--- config.mk ---
export PLATFORM = sky130hd
export DESIGN_NAME = ect_channel
export DESIGN_NICKNAME = d
export VERILOG_FILES = /design/src/rtl/ect_pkg.sv /design/src/rtl/ect_regs.sv /design/src/rtl/ect_cmp.sv /design/src/rtl/ect_irq.sv /design/src/rtl/ect_channel.sv
export SDC_FILE = /design/constraint.sdc
export NUM_CORES = 1
export LEC_CHECK = 0
export BUFFER_PORTS_ARGS = -buffer_cell sky130_fd_sc_hd__buf_2
export CAP_MARGIN = 20
export CORE_ASPECT_RATIO = 0.5
export CORE_UTILIZATION = 41
export DETAILED_ROUTE_END_ITERATION = 12
export GPL_TIMING_DRIVEN = 0
export PLACE_DENSITY = 0.57
export SLEW_MARGIN = 40
export SYNTH_ARGS = -nofsm -noshare
export SYNTH_HDL_FRONTEND = slang
export SYNTH_SLANG_ARGS = --single-unit
--- constraint.sdc ---
create_clock -name clk_i -period 10.7 [get_ports clk_i]
set_input_delay 1.07 -clock clk_i [delete_from_list [all_inputs] [get_ports clk_i]]
set_output_delay 1.07 -clock clk_i [all_outputs]
set_load 0.005 [all_outputs]
--- src/rtl/ect_pkg.sv ---
package ect_pkg;
  typedef enum logic [1:0] {
    SEL_CFG    = 2'd0,
    SEL_CMP_LO = 2'd1,
    SEL_CMP_HI = 2'd2,
    SEL_NONE   = 2'd3
  } wr_sel_e;

  // packed MSB first: en is bit 0
  typedef struct packed {
    logic setv;
    logic lvl;
    logic m32;
    logic per;
    logic en;
  } ch_cfg_t;

  localparam int unsigned CFG_W = $bits(ch_cfg_t);
endpackage

--- src/rtl/ect_regs.sv ---
module ect_regs
  import ect_pkg::*;
#(
  parameter  int unsigned HALF_W = 32,
  localparam int unsigned CNT_W  = 2 * HALF_W
) (
  input  logic              clk_i,
  input  logic              rst_ni,
  input  logic              wr_en_i,
  input  logic [1:0]        wr_sel_i,
  input  logic [HALF_W-1:0] wr_data_i,
  output ch_cfg_t           cfg_o,
  output logic [CNT_W-1:0]  period_o,
  output logic              ld_lo_o,
  output logic              ld_hi_o,
  output logic              trunc_o,
  output logic              arm_o
);
  ch_cfg_t          cfg_q, wcfg;
  logic [CNT_W-1:0] period_q;
  wr_sel_e          sel;
  logic             wr_cfg, wr_lo, wr_hi, cmp_direct;
  logic [HALF_W-1:0] data_nomsb;

  assign sel        = wr_sel_e'(wr_sel_i);
  assign wr_cfg     = wr_en_i && (sel == SEL_CFG);
  assign wr_lo      = wr_en_i && (sel == SEL_CMP_LO);
  assign wr_hi      = wr_en_i && (sel == SEL_CMP_HI);
  assign wcfg       = ch_cfg_t'(wr_data_i[CFG_W-1:0]);
  assign data_nomsb = {1'b0, wr_data_i[HALF_W-2:0]};
  assign cmp_direct = !cfg_q.per || cfg_q.setv;

  assign ld_lo_o = wr_lo && cmp_direct;
  assign ld_hi_o = wr_hi && cmp_direct;
  assign trunc_o = wr_cfg && wcfg.m32;
  assign arm_o   = wr_lo || wr_hi || (wr_cfg && wcfg.en && !cfg_q.en);

  always_ff @(posedge clk_i or negedge rst_ni) begin
    if (!rst_ni) begin
      cfg_q    <= '0;
      period_q <= '0;
    end else begin
      if (wr_cfg) begin
        cfg_q <= wcfg;
        if (wcfg.m32) period_q[CNT_W-1:HALF_W] <= '0;
      end
      if (wr_lo || wr_hi) cfg_q.setv <= 1'b0;
      if (wr_lo && cfg_q.per)
        period_q[HALF_W-1:0] <= cfg_q.m32 ? data_nomsb : wr_data_i;
      if (wr_hi && cfg_q.per && !cfg_q.setv)
        period_q[CNT_W-1:HALF_W] <= cfg_q.m32 ? '0 : data_nomsb;
    end
  end

  assign cfg_o    = cfg_q;
  assign period_o = period_q;
endmodule

--- src/rtl/ect_cmp.sv ---
module ect_cmp #(
  parameter  int unsigned HALF_W = 32,
  localparam int unsigned CNT_W  = 2 * HALF_W
) (
  input  logic              clk_i,
  input  logic              rst_ni,
  input  logic [CNT_W-1:0]  count_i,
  input  logic              glb_en_i,
  input  logic              active_i,
  input  logic              per_i,
  input  logic              m32_i,
  input  logic [CNT_W-1:0]  period_i,
  input  logic              ld_lo_i,
  input  logic              ld_hi_i,
  input  logic              trunc_i,
  input  logic              arm_i,
  input  logic [HALF_W-1:0] wr_data_i,
  output logic [CNT_W-1:0]  cmp_o,
  output logic              match_o,
  output logic              wrap_o
);
  logic [CNT_W-1:0]  cmp_q, cmp_d, diff_w, sum_w;
  logic [HALF_W-1:0] cnt_lo, cmp_lo, diff_n;
  logic              pend_q, wflag_q, ones_q, glb_q;
  logic              eq, behind, adv, arm;

  assign cnt_lo = count_i[HALF_W-1:0];
  assign cmp_lo = cmp_q[HALF_W-1:0];
  assign eq     = m32_i ? (cnt_lo == cmp_lo) : (count_i == cmp_q);
  assign match_o = active_i && eq;

  // signed ordering, safe across wraparound
  assign diff_w = cmp_q - count_i;
  assign diff_n = cmp_lo - cnt_lo;
  assign behind = m32_i ? (diff_n[HALF_W-1] || diff_n == '0)
                        : (diff_w[CNT_W-1] || diff_w == '0);
  assign adv = active_i && per_i && (period_i != '0) && (match_o || (pend_q && behind));
  assign sum_w = cmp_q + period_i;

  assign wrap_o = active_i && m32_i && !per_i && wflag_q && ones_q && (cnt_lo == '0);
  assign arm    = arm_i || (glb_en_i && !glb_q);

  always_comb begin
    cmp_d = cmp_q;
    if (ld_lo_i || ld_hi_i) begin
      if (ld_lo_i) cmp_d[HALF_W-1:0] = wr_data_i;
      if (ld_hi_i) cmp_d[CNT_W-1:HALF_W] = m32_i ? '0 : wr_data_i;
    end else if (trunc_i) begin
      cmp_d[CNT_W-1:HALF_W] = '0;
    end else if (adv) begin
      cmp_d = m32_i ? {{HALF_W{1'b0}}, sum_w[HALF_W-1:0]} : sum_w;
    end
  end

  always_ff @(posedge clk_i or negedge rst_ni) begin
    if (!rst_ni) begin
      cmp_q   <= '1;
      pend_q  <= 1'b0;
      wflag_q <= 1'b0;
      ones_q  <= 1'b0;
      glb_q   <= 1'b0;
    end else begin
      cmp_q  <= cmp_d;
      pend_q <= adv;
      ones_q <= &cnt_lo;
      glb_q  <= glb_en_i;
      if (arm) wflag_q <= 1'b1;
      else if (match_o || wrap_o) wflag_q <= 1'b0;
    end
  end

  assign cmp_o = cmp_q;
endmodule

--- src/rtl/ect_irq.sv ---
module ect_irq (
  input  logic clk_i,
  input  logic rst_ni,
  input  logic fire_i,
  input  logic active_i,
  input  logic lvl_i,
  input  logic sts_clr_i,
  output logic irq_o,
  output logic sts_o
);
  logic sts_q, pulse_q;

  always_ff @(posedge clk_i or negedge rst_ni) begin
    if (!rst_ni) begin
      sts_q   <= 1'b0;
      pulse_q <= 1'b0;
    end else begin
      pulse_q <= fire_i && !lvl_i;
      if (!active_i || !lvl_i) sts_q <= 1'b0;
      else if (fire_i)         sts_q <= 1'b1;
      else if (sts_clr_i)      sts_q <= 1'b0;
    end
  end

  assign sts_o = sts_q;
  assign irq_o = active_i && (lvl_i ? sts_q : pulse_q);
endmodule

--- src/rtl/ect_channel.sv ---
module ect_channel
  import ect_pkg::*;
#(
  parameter  int unsigned HALF_W = 32,
  localparam int unsigned CNT_W  = 2 * HALF_W
) (
  input  logic              clk_i,
  input  logic              rst_ni,
  input  logic [CNT_W-1:0]  count_i,
  input  logic              glb_en_i,
  input  logic              wr_en_i,
  input  logic [1:0]        wr_sel_i,
  input  logic [HALF_W-1:0] wr_data_i,
  input  logic              sts_clr_i,
  output logic              irq_o,
  output logic              sts_o
);
  ch_cfg_t          cfg;
  logic [CNT_W-1:0] period, cmp_val;
  logic             ld_lo, ld_hi, trunc, arm, active, match, wrap, fire;

  assign active = cfg.en && glb_en_i;
  assign fire   = match || wrap;

  ect_regs #(.HALF_W(HALF_W)) u_regs (
    .clk_i, .rst_ni, .wr_en_i, .wr_sel_i, .wr_data_i,
    .cfg_o(cfg), .period_o(period), .ld_lo_o(ld_lo), .ld_hi_o(ld_hi),
    .trunc_o(trunc), .arm_o(arm)
  );

  ect_cmp #(.HALF_W(HALF_W)) u_cmp (
    .clk_i, .rst_ni, .count_i, .glb_en_i, .active_i(active),
    .per_i(cfg.per), .m32_i(cfg.m32), .period_i(period),
    .ld_lo_i(ld_lo), .ld_hi_i(ld_hi), .trunc_i(trunc), .arm_i(arm),
    .wr_data_i, .cmp_o(cmp_val), .match_o(match), .wrap_o(wrap)
  );

  ect_irq u_irq (
    .clk_i, .rst_ni, .fire_i(fire), .active_i(active), .lvl_i(cfg.lvl),
    .sts_clr_i, .irq_o, .sts_o
  );
endmodule

==> results.py <==
metrics = {
    "place": {
        "pre_cts_ws_ps": 4160,
        "port_buffers": 103,
        "place.gp.congestion": 1.02,
        "placed_area_sq_um": 15900,
        "dp_hpwl_um": 47600,
    },
    "timing": {
        "period_share_pct": 57.9,
        "drv_slew": 0,
        "hold_violations": 0,
        "finalWorstSetupSlack_ps": 4500,
        "tightest_slew_ps": 876,
        "fmaxAchievable_mhz": 161,
        "totalNegativeSetupSlack_ps": 0,
        "finalSetupViolations": 0,
        "rsz0062_at_grt": "false",
        "skew_ps": 13.5,
        "slew-limit-headroom_pct": 41.2,
        "period_needed_ps": 6200,
    },
    "setup_path": {
        "path_max_fanout": 10,
        "r2r_slack_ps": 4660,
        "critical_path.endpoint_type": "flip-flop",
        "required_ps": 11060,
        "crit_arrival_ps": 6560,
        "startpoint_type": "input pin",
        "path_class": "input pin to flip-flop",
    },
    "cts": {
        "numCtsBuffers": 17,
        "cts_max_path_buffers": 2,
        "clk-insertion-delay-late_ps": 440,
        "cts_setup_buffers": 0,
        "hold_buffers": 0,
        "clkSinkCount": 138,
        "tritoncts": "done",
        "clk_pin_slew_ps": 60,
        "cts_root_buf": "clkbuf_16",
        "cts_resized": 0,
        "htreeDepth": 4,
    },
    "floorplan": {
        "io_pins": 105,
        "initial_core_util_pct": 42.2,
        "core_area_sq_um": 34800,
        "die_area_sq_um": 36600,
        "die_h_um": 136,
        "die-width_um": 270,
        "num_rows": 48,
    },
    "yosys": {
        "syn_avg_cell_area_sq_um": 8.05,
        "netlist_area_sq_um": 14700,
        "yosysWarningCount": 0,
        "yosys.area.top_type": "dfrtp_1",
        "yosys.area.top_type_share_pct": 12.6,
        "synth_cell_types": 97,
        "synth_common_cells": "156 x a21oi_1, 156 x nand2_1, 126 x ha_1, 126 x inv_1, 115 x nor2_1",
        "yosysSeqAreaShare_pct": 24.1,
        "ys.flop_type": "dfrtp_1",
        "ys_ff_latch": 138,
        "syn_nets": 2055,
        "synthCells": 1825,
        "synth_edf_count": 0,
        "async_flop_share_pct": 100,
        "yosys-top-cells-area": "dfrtp_1 13%, dfstp_2 11%, ha_1 11%",
    },
    "global_route": {
        "grt-ovfl-total": 0,
        "grt_pass1_vias": 13700,
        "grt_pass1_wl_um": 86400,
        "grt_start_max_net_pins": 63,
        "grt.total_usage_pct": 31.5,
        "antenna_found_initial": 4,
    },
    "route": {
        "num_vias": 15000,
        "finalWirelength_um": 58200,
        "drc": 0,
        "postRouteAntennaNets": 0,
        "wire_per_inst_um": 23.9,
        "firstDrtPassIters": 7,
        "drt_iter0_drc": 1289,
        "avgViaCountPerCell": 6.17,
    },
    "pwr": {
        "peakVddDrop_mv": 0.142,
        "p_per_area_nw_per_um2": 240,
        "p_leak_uw": 0.00720,
    },
    "layout": {
        "nets": 2179,
        "nFillCells": 3509,
        "final_cell_area_sq_um": 16500,
        "final_util_pct": 47.4,
        "area_delta_synth_final_pct": 12.4,
        "drive_gt1_share_pct": 17.6,
    },
    "job": {
        "drv_cap": 0,
    },
    "outcome": {
        "status": "completed",
    },
    "min_path": {
        "min_path_type": "input pin to async pin",
    },
}
[final cells by class]
class | count | area, sq um | area share [%]
tap | 475 | 594 | 3.60
multi-input combinational | 1472 | 10300 | 62.2
antenna | 1 | 2.50 | 0.0152
inverter | 126 | 473 | 2.87
clock inverter | 13 | 165 | 1.00
sequential | 138 | 3530 | 21.4
buffer | 89 | 439 | 2.66
timing repair buffer | 105 | 581 | 3.52
clock buffer | 19 | 443 | 2.68
[worst max-delay path, stage by stage]
cell,delay (ps)
buf_2,100
inv_1,100
ha_1,230
buf_2,190
a21oi_1,370
o21ai_0,260
a221oi_1,700
o21ai_1,200
nor3_2,510
o21ai_1,140
xor2_1,170
or4_1,540
or4_1,470
or4_4,580
a31o_1,220
buf_2,200
buf_6,190
a221oi_2,250
a21oi_1,80
[logic make-up after synthesis]
kind of cell	after synthesis	share of synthesized area (%)
AND/OR/NAND/NOR	590	20.4
buffers and inverters	215	6.20
multiplexers	53	3.98
flip-flops	138	24.1
AO/OA/AOI/OAI	625	29.9
adder cells (fa/ha/maj)	127	10.9
XOR/XNOR	77	4.59
[flip-flops by register name, indices dropped and copies added (netlist names)]
signal           count
u_cmp.cmp_o         64
u_regs.period_o     63
u_cmp.glb_q          1
u_regs.cfg_o         5
u_cmp.pend_q         1
u_irq.pulse_q        1
u_cmp.ones_q         1
u_irq.sts_o          1
u_cmp.wflag_q        1
[cell usage in the layout (no fill, tap or decap), types with 13 or more instances in the layout]
cell       instances
a211oi_1          20
a21o_1            46
a21oi_1          155
a221o_1           16
a221oi_2          13
a22o_1            33
a22oi_1           22
a31oi_1           14
and2_1            13
and3_1            23
buf_2            123
clkbuf_1          49
clkbuf_16         17
dfrtp_1           74
dfstp_2           64
ha_1             126
inv_1            126
mux2_2            43
nand2_1          156
nand2b_1          19
nand3_1           42
nand4_1           68
nor2_1           114
nor2b_1           15
nor3_1            39
nor4_1            37
o211ai_1          15
o21a_1            23
o21ai_0          114
o21ai_1           15
o21bai_1          19
or3_1             14
xnor2_1           54
xor2_1            23
[per-layer routing]
| layer | part of all wire [%] | global-route usage, % | vias to the layer above |
|---|---|---|---|
| met5 | 0.022 | 0 | - |
| met4 | 1.8 | 7.07 | 2 |
| met3 | 8.6 | 6.96 | 73 |
| met2 | 42 | 47.3 | 530 |
| met1 | 48 | 45.6 | 7295 |
| li1 | - | - | 7149 |
[where the power goes]
part | switching (uW) | internal (uW)
Sequential | 261 | 723
Clock | 249 | 374
Combinational | 1420 | 925
[worst paths after layout]
path | depth (start not counted) | to | startpoint
worst max-delay path | 19 | u_cmp.cmp_o[59]$_DFFE_PN1P_ | count_i[32]
worst min-delay path | 1 | u_regs.period_o[40]$_DFFE_PN0P_ | rst_ni
worst max register to register | 17 | u_cmp.cmp_o[59]$_DFFE_PN1P_ | u_cmp.cmp_o[32]$_DFFE_PN1P_
worst min register to register | 1 | u_irq.pulse_q$_DFF_PN0_ | u_regs.cfg_o[3]$_DFFE_PN0P_
max in group asynchronous | 3 | u_cmp.cmp_o[22]$_DFFE_PN1P_ | rst_ni
min in group clk_i | 1 | u_irq.pulse_q$_DFF_PN0_ | u_regs.cfg_o[3]$_DFFE_PN0P_
[stage by stage]
step	instances	power [uW]	hold slack, ps
floorplan	1825	2570	453
global placement	2403	3250	485
detailed placement	2405	3260	487
CTS	2437	3900	477
global route	2437	4210	487
finish	2438	3950	477
Note: power is estimated with default switching activity, not from simulation.
